<file path="src/rtl/pd_ctrl_pkg.sv">
package pd_ctrl_pkg;

    typedef enum logic [1:0] {
        ST_ACTIVE = 2'd0,
        ST_PEND   = 2'd1,
        ST_DOWN   = 2'd2
    } pd_state_e;

endpackage

</file>
<file path="src/rtl/pd_loop_fsm.sv">
module pd_loop_fsm
    import pd_ctrl_pkg::*;
(
    input  logic clk,
    input  logic rst_n,
    input  logic stb,
    input  logic pd_bit,
    input  logic tsel_bit,
    input  logic cp_idle,
    output logic down,
    output logic div_load,
    output logic ref_hiz,
    output logic cp_tri_hold
);

    pd_state_e state_q, state_d;
    logic      tsel_q;

    // next-state selection
    always_comb begin
        state_d = state_q;
        unique case (state_q)
            ST_ACTIVE: begin
                if (stb && pd_bit)
                    state_d = tsel_bit ? ST_DOWN : ST_PEND;
            end
            ST_PEND: begin
                if (stb && !pd_bit)
                    state_d = ST_ACTIVE;
                else if (stb && pd_bit && tsel_bit)
                    state_d = ST_DOWN;
                else if (cp_idle)
                    state_d = ST_DOWN;
            end
            ST_DOWN: begin
                if (stb && !pd_bit)
                    state_d = ST_ACTIVE;
            end
            default: state_d = ST_ACTIVE;
        endcase
    end

    // state and latched select register
    always_ff @(posedge clk or negedge rst_n) begin
        if (!rst_n) begin
            state_q <= ST_ACTIVE;
            tsel_q  <= 1'b0;
        end else begin
            state_q <= state_d;
            if (stb)
                tsel_q <= tsel_bit;
        end
    end

    // outputs decoded from state
    always_comb begin
        down        = 1'b0;
        div_load    = 1'b0;
        ref_hiz     = 1'b0;
        cp_tri_hold = tsel_q;
        unique case (state_q)
            ST_ACTIVE: ;
            ST_PEND:   ;
            ST_DOWN: begin
                down     = 1'b1;
                div_load = 1'b1;
                ref_hiz  = 1'b1;
            end
            default: ;
        endcase
    end

    // immediate entry
    p_async_entry_r2: assert property (@(posedge clk) disable iff (!rst_n)
        (stb && pd_bit && tsel_bit) |=> down);

    // gated entry never completes on the strobe edge from active
    p_sync_wait_r3: assert property (@(posedge clk) disable iff (!rst_n)
        (!down && state_q == ST_ACTIVE && stb && pd_bit && !tsel_bit) |=> !down);

    // any rise of down is explained by an immediate request or an idle pump
    p_down_cause_r3: assert property (@(posedge clk) disable iff (!rst_n)
        (!down && (state_q == ST_PEND) && !cp_idle && !(stb && pd_bit && tsel_bit)) |=> !down);

    // release always takes effect on the next edge
    p_release_r5: assert property (@(posedge clk) disable iff (!rst_n)
        (stb && !pd_bit) |=> (!down && state_q == ST_ACTIVE));

    // strobes with pd high never wake a down loop
    p_stay_down_r9: assert property (@(posedge clk) disable iff (!rst_n)
        (down && !(stb && !pd_bit)) |=> down);

endmodule

</file>
<file path="src/rtl/pd_osc_gate.sv">
module pd_osc_gate #(
    parameter int N_LOOPS = 2
) (
    input  logic               clk,
    input  logic               rst_n,
    input  logic [N_LOOPS-1:0] loops_down,
    output logic               osc_off
);

    assign osc_off = &loops_down;

    // oscillator off implies no loop is awake
    p_osc_all_down_r8: assert property (@(posedge clk) disable iff (!rst_n)
        osc_off |-> ($countones(loops_down) == N_LOOPS));

endmodule

</file>
<file path="src/rtl/dual_loop_pd_ctrl.sv">
module dual_loop_pd_ctrl #(
    parameter int N_LOOPS = 2
) (
    input  logic               clk,
    input  logic               rst_n,
    input  logic [N_LOOPS-1:0] lat_stb,
    input  logic [N_LOOPS-1:0] lat_pd,
    input  logic [N_LOOPS-1:0] lat_tsel,
    input  logic [N_LOOPS-1:0] cp_idle,
    output logic [N_LOOPS-1:0] loop_down,
    output logic [N_LOOPS-1:0] div_load,
    output logic [N_LOOPS-1:0] ref_hiz,
    output logic [N_LOOPS-1:0] cp_tri_hold,
    output logic               osc_off
);

    for (genvar g = 0; g < N_LOOPS; g++) begin : g_loop
        pd_loop_fsm u_fsm (
            .clk        (clk),
            .rst_n      (rst_n),
            .stb        (lat_stb[g]),
            .pd_bit     (lat_pd[g]),
            .tsel_bit   (lat_tsel[g]),
            .cp_idle    (cp_idle[g]),
            .down       (loop_down[g]),
            .div_load   (div_load[g]),
            .ref_hiz    (ref_hiz[g]),
            .cp_tri_hold(cp_tri_hold[g])
        );

        // divider force and debias track powerdown
        p_side_effects_r7: assert property (@(posedge clk) disable iff (!rst_n)
            (div_load[g] == loop_down[g]) && (ref_hiz[g] == loop_down[g]));
    end

    pd_osc_gate #(.N_LOOPS(N_LOOPS)) u_osc (
        .clk       (clk),
        .rst_n     (rst_n),
        .loops_down(loop_down),
        .osc_off   (osc_off)
    );

endmodule

</file>
<file path="config.mk">
export PLATFORM = sky130hd
export DESIGN_NAME = dual_loop_pd_ctrl
export DESIGN_NICKNAME = d
export VERILOG_FILES = /design/src/rtl/pd_ctrl_pkg.sv /design/src/rtl/pd_loop_fsm.sv /design/src/rtl/pd_osc_gate.sv /design/src/rtl/dual_loop_pd_ctrl.sv
export SDC_FILE = /design/constraint.sdc
export NUM_CORES = 1
export LEC_CHECK = 0
export CAP_MARGIN = 20
export CORE_AREA = 2 2 39 41
export CTS_CLUSTER_DIAMETER = 60
export DETAILED_ROUTE_END_ITERATION = 8
export DIE_AREA = 0 0 41 43
export DONT_BUFFER_PORTS = 1
export PLACE_DENSITY = 0.5
export SYNTH_ARGS = -nofsm -noshare
export SYNTH_HDL_FRONTEND = slang
export SYNTH_SLANG_ARGS = --single-unit
</file>
<file path="constraint.sdc">
create_clock -name clk -period 3.2 [get_ports clk]
set_clock_uncertainty 0.1 [all_clocks]
set_input_delay 0.64 -clock clk [delete_from_list [all_inputs] [get_ports clk]]
set_output_delay 0.64 -clock clk [all_outputs]
set_load 0.05 [all_outputs]
</file>
== Word level (Yosys, flattened, before mapping) ==
Cells that the tools add are included.
Storage, ports and cells
  flip-flop bits (word level): 6
  output and inout port bits: 9
  logic and storage cells: 43
Cells by class
  equality and inequality tests: 10
  mux-type cells: 16
  reductions and logical operators: 13
Operators by type and width (number)
  2-bit two-way mux: 12
  2-bit case mux with 3 select lines: 2
  2-bit by 1-bit != test with 1-bit output (second input constant): 4
  4-bit by 2-bit != test with 1-bit output (second input constant): 2
  1-bit logical AND: 6
  3-bit AND reduction: 2
  2-bit by 1-bit equality test with 1-bit output (second input constant): 2
  2-bit equality test (second input constant): 2
  2-bit logical NOT: 2
  1-bit logical NOT: 2
  1-bit two-way mux: 2
  2-bit AND reduction: 1

== Longest topological paths before layout ==
Gate-level depths: netlist (run 1).
  word-level depth: 5
  mapped depth: 3
  gate-level depth less buffers: 3

== Cells and area by module ==
Synthesis (run 1) repeated with hierarchy kept, for this count alone.
Second synthesis, totals
  cells, all modules: 29
  area, all modules: 341.6 um^2
By module, submodules not included
  pd_loop_fsm: instances 2, cells an instance 14, area each 167.7 um^2
  pd_osc_gate: instances 1, cells an instance 1, area each 6.3 um^2

== Least setup slack after synthesis (run 1) ==
No wires, ideal clock.
  kind: register to output
  start point: register g_loop[1].u_fsm.state_q[0]
  end point: output osc_off
  arrival time: 0.866 ns
  slack: 1.594 ns
  stages on the path, launching flop included: 3
  path buffers: 0
  cell sequence: dfrtp_1 nor2b_1 and2_4
On the way
  longest elaborated chain between the ends: 3
RTL lines
  from (decl): RTL line pd_loop_fsm.sv:16  | pd_state_e state_q, state_d;
  from (signal assigned): RTL line pd_loop_fsm.sv:49  | state_q <= state_d;
  2-bit equality test
  1-bit two-way mux
  via g_loop[1].u_fsm.div_load: RTL line pd_loop_fsm.sv:11  | output logic div_load,
  2-bit AND reduction: RTL line pd_osc_gate.sv:10  | assign osc_off = &loops_down;
  to (decl): RTL line dual_loop_pd_ctrl.sv:14  | output logic osc_off
The timed path passes the listed nets, and every way through them passes these cells.

== Final worst setup path (run 1) ==
  start point: register g_loop[0].u_fsm.state_q[0]
  end point: output div_load[0]
On the way
  longest elaborated chain between the ends: 2
RTL lines
  from (decl): RTL line pd_loop_fsm.sv:16
  from (signal assigned): RTL line pd_loop_fsm.sv:49
  2-bit equality test: RTL line pd_loop_fsm.sv:61  | unique case (state_q)
  1-bit two-way mux: RTL line pd_loop_fsm.sv:61
  to (decl): RTL line dual_loop_pd_ctrl.sv:11  | output logic [N_LOOPS-1:0] div_load,
No other way between the ends.

==> out/qor.txt, run 1 <==
Area growth syn-to-layout -> 4.33%
Wire length per cell -> 14.7 um
FF-to-FF setup slack -> 2.07 ns
Die Width -> 41 um
Worst IR drop on VDD -> 0.149 mV
RSZ-0062 raised after global routing -> false
Startpoint Class -> flip-flop
Slew @ Worst Pin -> 0.483 ns
Initial antenna violation count -> 0
Share of the yosys chip area belonging to registers -> 0.433
CTS sink count -> 6
Cell Area, Synth -> 347 sq um
Root buffer cell -> clkbuf_4
Static Leak -> 0.175 nW
Reg2Reg Launch Point -> g_loop[1].u_fsm.cp_tri_hold
Hold WC Path Type -> in2reg
First DRT Iteration DRCs -> 8
Endpoints failing setup -> 0
Final Net Count -> 45
Max_cap viols -> 0
Commonest non-fill, non-tap cell in the layout -> dfrtp_1
Worst skew pair latency -> 0.24 ns
Clk buf depth -> 2
Worst Setup End Kind -> primary output
WHS Path Cells -> 1
Commonest cells after routing, fill and taps aside -> dfrtp_1 (6), inv_1 (3), o21ai_0 (3), clkbuf_4 (3)
Min cycle time layout -> 1.99 ns
Crit Reg-Reg Endpoint -> g_loop[1].u_fsm.cp_tri_hold
Reg clk slew, reported paths -> 0.05 ns
Period utilization -> 0.621
GR Util All Layers -> 0.101
Max Slew Vio Count -> 0
TritonRoute pass-1 iters -> 4
Ant diodes -> 0
Crit path cell chain -> and2b_2 -> buf_4
Largest net degree at the start of global routing -> 7
Residual DRC -> 0
Postcts setup bufs -> 0
Buffers on Ports -> 0
Synth Net Count -> 45
CTS tree -> done
Placer Congestion -> 0.570
Netlist cell types -> 16
Post-DP HPWL -> 550 um
Final wirelength -> 720 um
Post-Syn Instances -> 35
Slowest cell delay on critical path -> 0.41 ns
Vias per cell -> 4.94
Placed cells -> 45
Post-synthesis register bit count -> 6
Die ar. -> 1760 sq um
Reg2reg path depth -> 1
Worst hold path endpoint -> g_loop[1].u_fsm.state_q[1]
Maximum clock rate -> 503 MHz
Cell row count -> 14
Core area -> 1380 sq um
CP required -> 2.46 ns
Fin cells -> 49
Die H -> 43 um
Io pins -> 19
Initial Util -> 0.250
Yosys warnings -> 0
Final instance area -> 362 sq um
Status -> completed
Crit path DAT -> 1.25 ns
Slowest-stage cell, CP -> dfrtp_1
Number of global-route vias before repair -> 302
Vias -> 242
Post-Place Cell Area -> 329 sq um
Routed Antenna Nets -> 0
Mean Syn Cell Area -> 9.90 sq um
Slew headroom -> 0.678
Crit-path max FO -> 4
Worst Hold Launch -> lat_stb[1]
Cts bufs inserted -> 3
Final Hold Fails -> 0
Pwr per Cell Area -> 967 nW/um^2
First-pass GRT wire length -> 1.18 mm
Fin Setup TNS -> 0 ns
Layout cell share with drive strength beyond 1 -> 0.303
WHS -> 0.402 ns
GRT overflow -> 0
WS Path Type -> reg2out
H-tree Lvls -> 1
cells in the mapped netlist (all sizes together):
cell    number  area (sq um)
nor2         2          7.51
nand2        2          7.51
o211a        1          10.0
mux2         1          11.3
dfrtp        6           150
a221oi       2          17.5
nor2b        1          6.26
o21ai        3          15.0
a21oi        1          8.76
and2         1          8.76
o31ai        1          7.51
a221o        1          10.0
buf          8          60.1
and2b        1          8.76
inv          3          11.3
and3         1          6.26
area by class of cell:
| class | instances | area (sq um) |
|---|---|---|
| Tap cell | 16 | 20.0 |
| Multi-Input combinational cell | 18 | 133 |
| Clock buffer | 3 | 22.5 |
| Timing Repair Buffer | 3 | 25.0 |
| Inverter | 3 | 11.3 |
| Fill cell | 160 | 1020 |
| Sequential cell | 6 | 150 |
per-layer routing:
metal / up-vias / share of wire / wire length [um] / GRT usage
li1: 111 / - / - / -
met4: 0 / 0 / 0 / 0.0667
met1: 124 / 0.34 / 243 / 0.0930
met5: - / 0 / 0 / 0
met2: 7 / 0.58 / 421 / 0.175
met3: 0 / 0.076 / 55 / 0.0314
cells by family (layout without fill, tap and decap cells):
| group | count (synthesis) | count (layout) | share of synthesized area |
|---|---|---|---|
| flip-flops | 6 | 6 | 0.433 |
| multiplexers | 1 | 1 | 0.0325 |
| AO/OA/AOI/OAI | 9 | 9 | 0.199 |
| AND/OR/NAND/NOR | 8 | 8 | 0.130 |
| buffers and inverters | 11 | 9 | 0.206 |
how the worst max path moves through the flow:
stage | from | to | slack [ns] | cells after the start
floorplan | g_loop[1].u_fsm.state_q[0] | osc_off | 1.59 | 2
global placement | g_loop[0].u_fsm.state_q[0] | ref_hiz[0] | 1.47 | 2
detailed placement | g_loop[0].u_fsm.state_q[0] | div_load[0] | 1.46 | 2
CTS | g_loop[0].u_fsm.state_q[0] | div_load[0] | 1.20 | 2
global route | g_loop[0].u_fsm.state_q[0] | div_load[0] | 1.18 | 2
finish | g_loop[0].u_fsm.state_q[0] | div_load[0] | 1.21 | 2
through the flow:
| step | worst slack [ns] | util | total power [mW] |
|---|---|---|---|
| CTS | 1.20 | 0.261 | 0.352 |
| floorplan | 1.59 | - | 0.293 |
| detailed placement | 1.46 | 0.238 | 0.281 |
| global route | 1.18 | 0.261 | 0.365 |
| finish | 1.21 | 0.261 | 0.349 |
| global placement | 1.47 | 0.238 | 0.276 |
state kept, by name (all words and copies together) (netlist names):
register                  cells
g_loop.u_fsm.cp_tri_hold      2
g_loop.u_fsm.state_q          4
critical path: cells and delay by family, from the launching register on:
| family | cells | cell delay, ns |
|---|---|---|
| and+or+nand+nor | 1 | 0.23 |
| DFF | 1 | 0.41 |
| buffers and inverters | 1 | 0.37 |
where the power goes:
| group | leakage [nW] | internal [mW] | switching [mW] | total (mW) |
|---|---|---|---|---|
| clock | 0.0138 | 0.0423 | 0.0247 | 0.0670 |
| combinational | 0.0865 | 0.0399 | 0.125 | 0.165 |
| sequential | 0.0745 | 0.0915 | 0.0264 | 0.118 |
| total | 0.175 | 0.174 | 0.176 | 0.349 |
what timing repair did:
action                                 CTS  global route
hold buffers                             1             0
endpoints found under the hold margin    6             0
resized for setup                        0             0
(Power assumes the default switching activity.)
==> run 2: changes to the inputs <==
--- a/config.mk
+++ b/config.mk
@@ -5,13 +5,14 @@
 export SDC_FILE = /design/constraint.sdc
 export NUM_CORES = 1
 export LEC_CHECK = 0
+export ABC_AREA = 1
 export CAP_MARGIN = 20
 export CORE_AREA = 2 2 39 41
 export CTS_CLUSTER_DIAMETER = 60
 export DETAILED_ROUTE_END_ITERATION = 8
 export DIE_AREA = 0 0 41 43
 export DONT_BUFFER_PORTS = 1
-export PLACE_DENSITY = 0.5
+export PLACE_DENSITY = 0.59
 export SYNTH_ARGS = -nofsm -noshare
 export SYNTH_HDL_FRONTEND = slang
 export SYNTH_SLANG_ARGS = --single-unit
==> constraint.sdc (replaced) <==
create_clock -name clk -period 1.6 [get_ports clk]
set_clock_uncertainty 0.1 [all_clocks]
set_input_delay 0.32 -clock clk [delete_from_list [all_inputs] [get_ports clk]]
set_output_delay 0.32 -clock clk [all_outputs]
set_load 0.05 [all_outputs]
==> run 2 against run 1 <==
Effect of this change: combinational power rose to 4.9 times the previous value; die area unchanged; register-to-register slack worse by 1.7 ns; cell area increased by 45%; synthesized area increased by 26%; sequential power rose to 2.5 times the previous value; critical endpoint is now osc_off; largest power group unchanged.
==> out/qor.txt, run 2 <==
Sequential share of power -> 0.241 (-0.096)
Pwr per Cell Area -> 2360 nW/um^2 (+140%)
Multi-input gate area -> 214 sq um (+61%)
Fin Setup TNS -> 0 ns (unchanged)
FF+latch area -> 153 sq um (+1.7%)
Worst IR drop on VDD -> 0.625 mV (+320%)
Status -> completed
Yosys warnings -> 0 (unchanged)
Worst slack at placement -> 0.215 ns (-1.24 ns)
First-pass GRT wire length -> 1.17 mm (-0.51%)
Fraction of registers with async set/reset -> 1.00 (unchanged)
Slew @ Worst Pin -> 0.473 ns (-0.00976 ns)
Placer Congestion -> 0.682 (+20%)
Hold WC Path Type -> in2reg
Final worst slack -> 0.0111 ns (-1.20 ns)
Top reg by flops -> g_loop.u_fsm.state_q
Crit path from -> g_loop[0].u_fsm.state_q[0]
Vias -> 348 (+44%)
Fillers -> 149 (-6.9%)
Max reg flops -> 4 (unchanged)
Mean Syn Cell Area -> 6.72 sq um (-32%)
Min cycle time layout -> 1.59 ns
Psw -> 0.684 mW (+290%)
Max Slew Vio Count -> 0 (unchanged)
Post-DP HPWL -> 585 um (+6.4%)
Final instance area -> 524 sq um (+45%)
Commonest non-fill, non-tap cell in the layout -> nand2_1
Synth Net Count -> 75 (+67%)
Clk buf depth -> 2 (unchanged)
Slowest-stage cell, CP -> dfrtp_2
Number of global-route vias before repair -> 335 (+11%)
GRT overflow -> 0 (unchanged)
Leading area contributor after synthesis -> dfrtp_1
Routed Antenna Nets -> 0 (unchanged)
Die ar. -> 1760 sq um (unchanged)
Residual DRC -> 0 (unchanged)
Cell Area, Synth -> 437 sq um (+26%)
Ant diodes -> 0 (unchanged)
Pint -> 0.555 mW (+220%)
Comb pwr share -> 0.652 (+0.181)
Worst Setup End Kind -> primary output
CTS tree -> done
Largest net degree at the start of global routing -> 7 (unchanged)
Post-synthesis xor/xnor area fraction -> 0 (unchanged)
Worst skew pair latency -> 0.23 ns (about the same)
Prevailing post-synth register cell -> dfrtp_1
Post-synthesis register bit count -> 6 (unchanged)
Mux cell area share after synthesis -> 0.0516 (+0.0191)
Slew headroom -> 0.685 (+0.00651)
Post-route core utilization -> 0.379 (+0.118)
Share of the synthesized area in the top cell type -> 0.344 (-0.0894)
Cts bufs inserted -> 3 (unchanged)
Reg2reg path depth -> 7 (+6)
Buffers on Ports -> 0 (unchanged)
Crit-path max FO -> 5 (+1)
Initial Util -> 0.316 (+0.0651)
Final wirelength -> 683 um (-5.1%)
Core area -> 1380 sq um (unchanged)
Initial antenna violation count -> 0 (unchanged)
Top cells by count, synth -> nand2_1 (24), buf_4 (8), inv_1 (8)
Reg clk slew, reported paths -> 0.04 ns (about the same)
Largest family of logic cells by synthesized area -> simple AND/OR/NAND/NOR gates
FF-to-FF setup slack -> 0.42 ns (-1.65 ns)
Netlist cell types -> 12 (-4)
Crit path cell chain -> nor4_4 -> buf_12
CP required -> 1.18 ns (-1.28 ns)
Wire length per cell -> 8.43 um (-43%)
H-tree Lvls -> 1 (unchanged)
Layout cell share with drive strength beyond 1 -> 0.262 (-0.0415)
Compound-cell area share of the yosys netlist -> 0.0458 (-0.153)
Reg2Reg Launch Point -> g_loop[0].u_fsm.state_q[1]
Vias per cell -> 4.30 (-13%)
First DRT Iteration DRCs -> 1 (-7)
Root buffer cell -> clkbuf_4
Worst Setup EP -> osc_off
Share of the yosys chip area belonging to registers -> 0.344 (-0.0894)
Slowest cell delay on critical path -> 0.45 ns (+0.04 ns)
Clock network fraction of total power -> 0.107 (-0.085)
Cell row count -> 14 (unchanged)
Number of synthesized flops with an enable pin -> 0 (unchanged)
TritonRoute pass-1 iters -> 2 (-2)
WHS -> 0.134 ns (-0.268 ns)
RSZ-0062 raised after global routing -> true
Adder-cell share of the synthesized area -> 0 (unchanged)
Post-Place Cell Area -> 482 sq um (+46%)
Maximum clock rate -> 629 MHz
Period utilization -> 0.993
Static Leak -> 0.265 nW (+52%)
Startpoint Class -> flip-flop
Crit Reg-Reg Endpoint -> g_loop[0].u_fsm.state_q[1]
Final Hold Fails -> 0 (unchanged)
Endpoints failing setup -> 0 (unchanged)
Most frequent cell after synthesis -> nand2_1
Sw Ratio -> 0.552 (+0.0489)
Max_cap viols -> 0 (unchanged)
Simple-Gate Fraction of Synth Area -> 0.335 (+0.205)
Commonest cells after routing, fill and taps aside -> nand2_1 (24), inv_1 (8), nor2_1 (6)
GR Util All Layers -> 0.0963 (-0.00507)
Area growth syn-to-layout -> 20.1%
Io pins -> 19 (unchanged)
Die Width -> 41 um (unchanged)
Final Net Count -> 77 (+71%)
Area contributors post-synth -> dfrtp_1 (34%), nand2_1 (21%), buf_4 (14%)
WS Path Type -> reg2out
CTS sink count -> 6 (unchanged)
Post-Syn Instances -> 65 (+86%)
Crit path DAT -> 1.17 ns (-0.08 ns)
Die H -> 43 um (unchanged)
## run 2: kinds of logic after synthesis
| group | after synthesis |
|---|---|
| AND/OR/NAND/NOR | 35 |
| buffers and inverters | 18 |
| flip-flops | 6 |
| AO/OA/AOI/OAI | 4 |
| multiplexers | 2 |
## run 2: power by group through the flow
stage	registers, mW	clock network [mW]	logic [mW]
6_report	0.298	0.133	0.808
5_1_grt	0.306	0.147	0.875
4_1_cts	0.299	0.137	0.816
3_5_place_dp	0.298	0	0.791
3_3_place_gp	0.294	0	0.786
2_1_floorplan	0.263	0	0.715
## run 2: area by class of cell
type | instances | area share
multi-input cells | 41 | 0.408
flip-flops and latches | 6 | 0.291
repair buffers | 5 | 0.148
inverters | 10 | 0.0716
clock buffers | 3 | 0.0430
well taps | 16 | 0.0382
## run 2: timing repair
action,4_1_cts,5_1_grt
setup endpoints to repair,1,1
resized for setup,2,0
endpoints found under the hold margin,6,0
hold buffers,1,0
pin swaps,1,0
buffers inserted,1,0
## run 2: critical path, delay by kind of cell (launching register included)
| family | cells | cell delay [ns] |
|---|---|---|
| AND/OR/NAND/NOR | 1 | 0.31 |
| flip-flops | 1 | 0.45 |
| buffers and inverters | 1 | 0.17 |
## run 2: how the worst min path moves through the flow
| stage | from | endpoint | slack, ns | depth (start not counted) |
|---|---|---|---|---|
| 2_1_floorplan | rst_n | g_loop[0].u_fsm.cp_tri_hold | -0.08 | 0 |
| 3_3_place_gp | rst_n | g_loop[0].u_fsm.cp_tri_hold | -0.08 | 0 |
| 3_5_place_dp | rst_n | g_loop[1].u_fsm.cp_tri_hold | -0.08 | 0 |
| 4_1_cts | lat_tsel[1] | g_loop[1].u_fsm.cp_tri_hold | 0.13 | 1 |
| 5_1_grt | lat_tsel[1] | g_loop[1].u_fsm.cp_tri_hold | 0.13 | 1 |
| 6_report | lat_tsel[1] | g_loop[1].u_fsm.cp_tri_hold | 0.13 | 1 |
## run 2: layer usage
metal / GRT usage / vias up / share of wire
met5: 0 / - / 0
met4: 0.0200 / 0 / 0
met3: 0.0576 / 0 / 0.059
met2: 0.138 / 6 / 0.49
met1: 0.123 / 153 / 0.45
li1: - / 189 / -
## run 2: per-stage QoR
stage                     instances  total power, mW
final                            81             1.24
after global routing             81             1.33
after CTS                        81             1.25
after detailed placement         76             1.09
after global placement           76             1.08
after floorplan                  65            0.978
